==> src/rtl/pbus_pkg.sv <==
package pbus_pkg;
  typedef enum logic [1:0] {
    M_FREE    = 2'd0,
    M_ONESHOT = 2'd1,
    M_FIXED   = 2'd2,
    M_TAGGED  = 2'd3
  } txm_mode_e;
endpackage

==> src/rtl/pbus_sync_chain.sv <==
module pbus_sync_chain #(
  parameter int   STAGES  = 2,
  parameter logic RST_VAL = 1'b1
) (
  input  logic clk_i,
  input  logic rst_ni,
  input  logic d_i,
  output logic q_o
);
  logic [STAGES-1:0] st_q;

  generate
    if (STAGES == 1) begin : g_one
      always_ff @(posedge clk_i or negedge rst_ni)
        if (!rst_ni) st_q <= RST_VAL;
        else         st_q <= d_i;
    end else begin : g_many
      always_ff @(posedge clk_i or negedge rst_ni)
        if (!rst_ni) st_q <= {STAGES{RST_VAL}};
        else         st_q <= {st_q[STAGES-2:0], d_i};
    end
  endgenerate

  assign q_o = st_q[STAGES-1];
endmodule

==> src/rtl/pbus_frame_pos.sv <==
module pbus_frame_pos #(
  parameter int LEN_W = 8
) (
  input  logic             clk_i,
  input  logic             rst_ni,
  input  logic             clr_i,
  input  logic             adv_i,
  input  logic [LEN_W-1:0] len_i,
  output logic             last_o
);
  logic [LEN_W-1:0] cnt_q, pos;

  assign pos    = clr_i ? '0 : cnt_q;
  assign last_o = (pos == len_i - LEN_W'(1));

  always_ff @(posedge clk_i or negedge rst_ni)
    if (!rst_ni)    cnt_q <= '0;
    else if (adv_i) cnt_q <= last_o ? '0 : pos + LEN_W'(1);
    else            cnt_q <= pos;
endmodule

==> src/rtl/pbus_tx_master.sv <==
module pbus_tx_master
  import pbus_pkg::*;
#(
  parameter int DATA_W = 16,
  parameter int LEN_W  = 8
) (
  input  logic              clk_i,
  input  logic              rst_ni,
  input  logic [DATA_W-1:0] fifo_data_i,
  input  logic              fifo_last_i,
  input  logic              fifo_empty_i,
  output logic              fifo_pop_o,
  input  logic [1:0]        mode_i,
  input  logic [LEN_W-1:0]  frame_len_i,
  input  logic              arm_i,
  input  logic              rx_busy_ai,
  input  logic              hold_i,
  output logic [DATA_W-1:0] bus_data_o,
  output logic              bus_valid_o,
  output logic              bus_mark_o,
  output logic              bus_err_o
);
  txm_mode_e mode, mode_q;
  logic busy_s, can_go, send, emit_mark, mode_chg;
  logic armed_q, armed_eff, frame_last, word_mark;

  assign mode = txm_mode_e'(mode_i);

  pbus_sync_chain #(.STAGES(2), .RST_VAL(1'b1)) u_busy_sync (
    .clk_i (clk_i),
    .rst_ni(rst_ni),
    .d_i   (rx_busy_ai),
    .q_o   (busy_s)
  );

  assign mode_chg  = (mode != mode_q);
  assign can_go    = !fifo_empty_i && !busy_s && !hold_i;
  assign armed_eff = armed_q || arm_i || (mode_chg && mode == M_ONESHOT);
  assign emit_mark = (mode == M_ONESHOT) && armed_eff && can_go;
  assign send      = can_go && !emit_mark;
  assign fifo_pop_o = send;

  pbus_frame_pos #(.LEN_W(LEN_W)) u_pos (
    .clk_i (clk_i),
    .rst_ni(rst_ni),
    .clr_i (mode_chg),
    .adv_i (send && mode == M_FIXED),
    .len_i (frame_len_i),
    .last_o(frame_last)
  );

  always_comb
    unique case (mode)
      M_TAGGED: word_mark = fifo_last_i;
      M_FIXED:  word_mark = frame_last;
      default:  word_mark = 1'b0;
    endcase

  always_ff @(posedge clk_i or negedge rst_ni)
    if (!rst_ni) begin
      mode_q      <= M_FREE;
      armed_q     <= 1'b1;
      bus_data_o  <= '0;
      bus_valid_o <= 1'b0;
      bus_mark_o  <= 1'b0;
      bus_err_o   <= 1'b0;
    end else begin
      mode_q      <= mode;
      armed_q     <= emit_mark ? 1'b0 : armed_eff;
      if (send) bus_data_o <= fifo_data_i;
      bus_valid_o <= send;
      bus_mark_o  <= emit_mark || (send && word_mark);
      bus_err_o   <= send && (mode == M_FIXED) && (fifo_last_i != frame_last);
    end

  // a valid word only follows a non-empty FIFO
  a_r2_valid_has_word: assert property (@(posedge clk_i) disable iff (!rst_ni)
    bus_valid_o |-> !$past(fifo_empty_i));
  // synchronized busy blocks the next edge
  a_r3_busy_blocks: assert property (@(posedge clk_i) disable iff (!rst_ni)
    busy_s |=> !bus_valid_o);
  // hold blocks the next edge
  a_r4_hold_blocks: assert property (@(posedge clk_i) disable iff (!rst_ni)
    hold_i |=> !bus_valid_o);
  // no marker in unframed mode
  a_r5_free_no_mark: assert property (@(posedge clk_i) disable iff (!rst_ni)
    bus_mark_o |-> $past(mode_i) != 2'd0);
  // tagged-mode marker rides on a word
  a_r6_tag_mark_valid: assert property (@(posedge clk_i) disable iff (!rst_ni)
    (bus_mark_o && $past(mode_i) == 2'd3) |-> bus_valid_o);
  // length error only on a fixed-mode word
  a_r9_err_on_word: assert property (@(posedge clk_i) disable iff (!rst_ni)
    bus_err_o |-> (bus_valid_o && $past(mode_i) == 2'd2));
endmodule

==> config.mk <==
export PLATFORM = sky130hd
export DESIGN_NAME = pbus_tx_master
export DESIGN_NICKNAME = d
export VERILOG_FILES = /design/src/rtl/pbus_pkg.sv /design/src/rtl/pbus_sync_chain.sv /design/src/rtl/pbus_frame_pos.sv /design/src/rtl/pbus_tx_master.sv
export SDC_FILE = /design/constraint.sdc
export NUM_CORES = 1
export LEC_CHECK = 0
export CORE_MARGIN = 1.5
export CORE_UTILIZATION = 40
export DETAILED_ROUTE_END_ITERATION = 8
export PLACE_DENSITY = 0.72
export SYNTH_ARGS = -nofsm -noshare
export SYNTH_HDL_FRONTEND = slang
export SYNTH_SLANG_ARGS = --single-unit
==> constraint.sdc <==
create_clock -name clk_i -period 2.55 [get_ports clk_i]
set_clock_uncertainty 0.1 [all_clocks]
set_input_delay 0.255 -clock clk_i [delete_from_list [all_inputs] [get_ports clk_i]]
set_output_delay 0.255 -clock clk_i [all_outputs]
set_load 0.02 [all_outputs]
==> qor.log <==
qor: final_layout.layout.cells.most_common_list sky130_fd_sc_hd__clkdlybuf4s50_1, sky130_fd_sc_hd__dfrtp_1, sky130_fd_sc_hd__buf_4, sky130_fd_sc_hd__nand2_1, sky130_fd_sc_hd__mux2_2
qor: final_layout.antenna_cells_inserted 0
qor: synth.yosys_warnings 0
qor: flow_run.maxCapViolations 0
qor: synth.synth_top_family_by_area simple AND/OR/NAND/NOR gates
qor: routing.via_per_inst 5.15
qor: min_path.hold_path.class reg -> reg
qor: routing.drtAntennaViolNets 0
qor: synth.synth_compound_area_share 12.0%
qor: sta.min_period_over_period 95.5%
qor: global_route.grt_pass1_wl 5950 µm
qor: setup_path.timing.critical_path.required 2.64 ns
qor: clocking.post-cts-setup-buffer-count 0
qor: synth.syn-instance-count 165
qor: sta.maxSlewViolCount 0
qor: power.power_dens_cells 552 nW/µm²
qor: floorplan.die-area 4660 µm²
qor: synth.yosys.area_share.simple 18.4%
qor: synth.yosysTopAreaCell sky130_fd_sc_hd__dfrtp_1
qor: run_status.outcome completed
qor: sta.tns 0 ns
qor: synth.synth_top_cells_by_area sky130_fd_sc_hd__dfrtp_1, sky130_fd_sc_hd__mux2_2, sky130_fd_sc_hd__dfstp_2
qor: sta.setup-violations-final 0
qor: sta.worst-slew-pin-transition 0.435 ns
qor: sta.unrepaired_setup_endpoints_after_global_routing no
qor: power.power.static_leakage 1.04 nW
qor: routing.met3RoutedLength 177 µm
qor: floorplan.floorplan.die.width 68.2 µm
qor: routing.dr_wl_met2 1860 µm
qor: clocking.cts_made_buffers 5
qor: clocking.cts_tree done
qor: clocking.clk_pin_slew 0.06 ns
qor: setup_path.regToRegStartpoint u_pos.cnt_q[2]$_DFF_PN0_
qor: clocking.cts_hold_repair.buffers 0
qor: sta.final_period_minus_worst_setup_slack 2.44 ns
qor: power.irDropWorstVdd 417 µV
qor: clocking.clock-root-buffer sky130_fd_sc_hd__clkbuf_8
qor: routing.wire_per_inst 13.3 µm
qor: floorplan.core_region_area 4060 µm²
qor: setup_path.critical-path-slowest-cell sky130_fd_sc_hd__clkdlybuf4s50_1
qor: setup_path.critPathCaptureType flip-flop
qor: clocking.clock_sink_count 32
qor: sta.achievable-frequency 411 MHz
qor: routing.drt_wl_total 3880 µm
qor: synth.seq_area_frac_synth 47.2%
qor: global_route.grt_util_all_layers 17.1%
qor: clocking.clk_latency 0.27 ns
qor: final_layout.syn_to_final_growth 48.9%
qor: placement.dp_hpwl 2900 µm
qor: setup_path.worst-path-max-fanout 6
qor: setup_path.cp-startpoint frame_len_i[2]
qor: global_route.pin_count_of_the_biggest_net_entering_global_routing 33
qor: synth.post_synth_instance_area 1700 µm²
qor: synth.synth.distinct_cells 39
qor: routing.dr_total_vias 1,503
qor: routing.dr.max_layer_used met4
qor: floorplan.core.rowCount 23
qor: routing.wl_met1 1810 µm
qor: routing.drt-initial-drc-count 77
qor: placement.io_buffer_count 52
qor: synth.synth_enable_flop_cells 0
qor: synth.avgSynthCellArea 10.3 µm²
qor: synth.post_synthesis_net_count 200
qor: global_route.number_of_antenna_violations_at_the_first_check_in_global_routing 0
qor: synth.synth_xor_xnor_area_share 7.57%
qor: floorplan.top_level_ports 53
qor: setup_path.worst_path_largest_cell_delay 0.42 ns
qor: setup_path.setup.worst_path.class in -> reg
qor: floorplan.die_y 68.2 µm
qor: setup_path.timing.critical_path.cells clkdlybuf4s50_1 > or3_4 > or3_1 > o2111a_1 > a211oi_1 > a211o_2 > nand3_1 > a31oi_1
qor: routing.detailedRoute.firstPassIterationCount 4
qor: final_layout.fin_cells 292
qor: sta.hold_violations 0
qor: global_route.gr-total-overflow 0
qor: global_route.first_global_vias 1,335
qor: floorplan.floorplan.initialDensity 42.0%
qor: clocking.htree_levels 2
qor: placement.placer_congestion_estimate 0.832
qor: final_layout.final_nets 276
qor: clocking.clock_tree.buffer_depth 2
qor: min_path.timing.hold.worst.start u_busy_sync.st_q[0]$_DFF_PN1_
qor: routing.drc 0
qor: synth.yosys.area.top_type_share 42.6%
qor: final_layout.post_route_cells_drive_above_1_share 22.7%
qor: synth.synthFlopType sky130_fd_sc_hd__dfrtp_1
qor: synth.post_synth_fa_ha_maj_area_fraction 1.47%
qor: setup_path.signal_arrival_time_at_the_worst_endpoint 2.53 ns
qor: synth.synth-seq-cells 32
qor: synth.asyncSetResetFlopFracSynth 100%
qor: synth.synth_mux_area_share 10.6%
qor: sta.relSlewSlack 70.8%
qor: setup_path.timing.critical_path.from_type primary input
qor: final_layout.leading_cell_type_in_the_layout_fill_and_taps_excluded sky130_fd_sc_hd__clkdlybuf4s50_1
qor: placement.place_inst 283
==> per-layer routing <==
layer	up-vias	track usage, %
met1	698	24.2
met2	50	25.8
met3	5	3.95
li1	750	-
met5	-	0
met4	0	5.25
==> critical path: cells and delay by family <==
kind | cells | cell delay, ns
buf+inv | 1 | 0.42
compound gates | 4 | 0.98
simple gates | 3 | 0.87
==> flip-flops by register name (all words and copies together), names as in the netlist <==
| register | count |
|---|---|
| bus_data_o | 16 |
| bus_mark_o | 1 |
| armed_q | 1 |
| u_pos.cnt_q | 8 |
| bus_err_o | 1 |
| bus_valid_o | 1 |
| u_busy_sync.st_q | 2 |
| mode_q | 2 |
==> Yosys cell counts (5+ instances only) <==
master / number
sky130_fd_sc_hd__nor2_1: 6
sky130_fd_sc_hd__o21ai_0: 9
sky130_fd_sc_hd__and3_1: 5
sky130_fd_sc_hd__xor2_1: 5
sky130_fd_sc_hd__xnor2_1: 7
sky130_fd_sc_hd__a21oi_1: 6
sky130_fd_sc_hd__mux2_2: 16
sky130_fd_sc_hd__nand3_1: 9
sky130_fd_sc_hd__dfrtp_1: 29
sky130_fd_sc_hd__nor3_1: 7
sky130_fd_sc_hd__nand2_1: 18
sky130_fd_sc_hd__inv_1: 5
==> cells by family after synthesis <==
group | after synthesis
xor+xnor | 13
simple gates | 61
buf+inv | 10
flops | 32
mux | 16
fa+ha+maj | 2
compound gates | 31
==> path summary, 6_finish.rpt <==
kind                                                  to  slack (ns)  cells after the start
setup / recovery                u_pos.cnt_q[6]$_DFF_PN0_        0.11                      8
hold / removal             u_busy_sync.st_q[1]$_DFF_PN1_        0.26                      0
setup reg to reg                u_pos.cnt_q[2]$_DFF_PN0_        0.30                      7
hold reg to reg            u_busy_sync.st_q[1]$_DFF_PN1_        0.26                      0
max in group asynchronous  u_busy_sync.st_q[0]$_DFF_PN1_        1.75                      2
min in group asynchronous      bus_data_o[0]$_DFFE_PN0P_        0.27                      2
==> where the power goes <==
group / total [mW] / internal [mW] / leakage (nW) / switching [mW]
Combinational: 0.412 / 0.229 / 0.595 / 0.182
Clock: 0.388 / 0.220 / 0.0455 / 0.168
Sequential: 0.599 / 0.570 / 0.398 / 0.0285
==> area by class of cell <==
type                            instances  area, µm²
Sequential cell                        32        805
Fill cell                             325       1520
Multi-Input combinational cell        124        878
Timing Repair Buffer                   73        681
Inverter                                5       18.8
Tap cell                               50       62.6
Clock buffer                            8       90.1
==> timing repair <==
action                                  4_1_cts  5_1_grt
pin swaps                                     0        3
cloned                                        0        1
hold endpoints to repair                      0        0
endpoints found under the setup margin        8       11
resized for setup                             2        4
==> stage by stage <==
| stage | util [%] | hold WS [ns] | total power [mW] | setup slack [ns] | cell area, µm² |
|---|---|---|---|---|---|
| after CTS | 62.0 | 0.258 | 1.42 | 0.00703 | 2510 |
| final | 62.5 | 0.257 | 1.40 | 0.114 | 2530 |
| after global placement | 59.5 | 0.248 | 1.01 | -0.302 | 2420 |
| after detailed placement | 59.5 | 0.249 | 1.02 | -0.371 | 2420 |
| after floorplan | - | -0.141 | 0.787 | 0.164 | 1700 |
| after global routing | 62.5 | 0.259 | 1.47 | 0.0182 | 2530 |
Note: power is estimated with default switching activity, not from simulation.
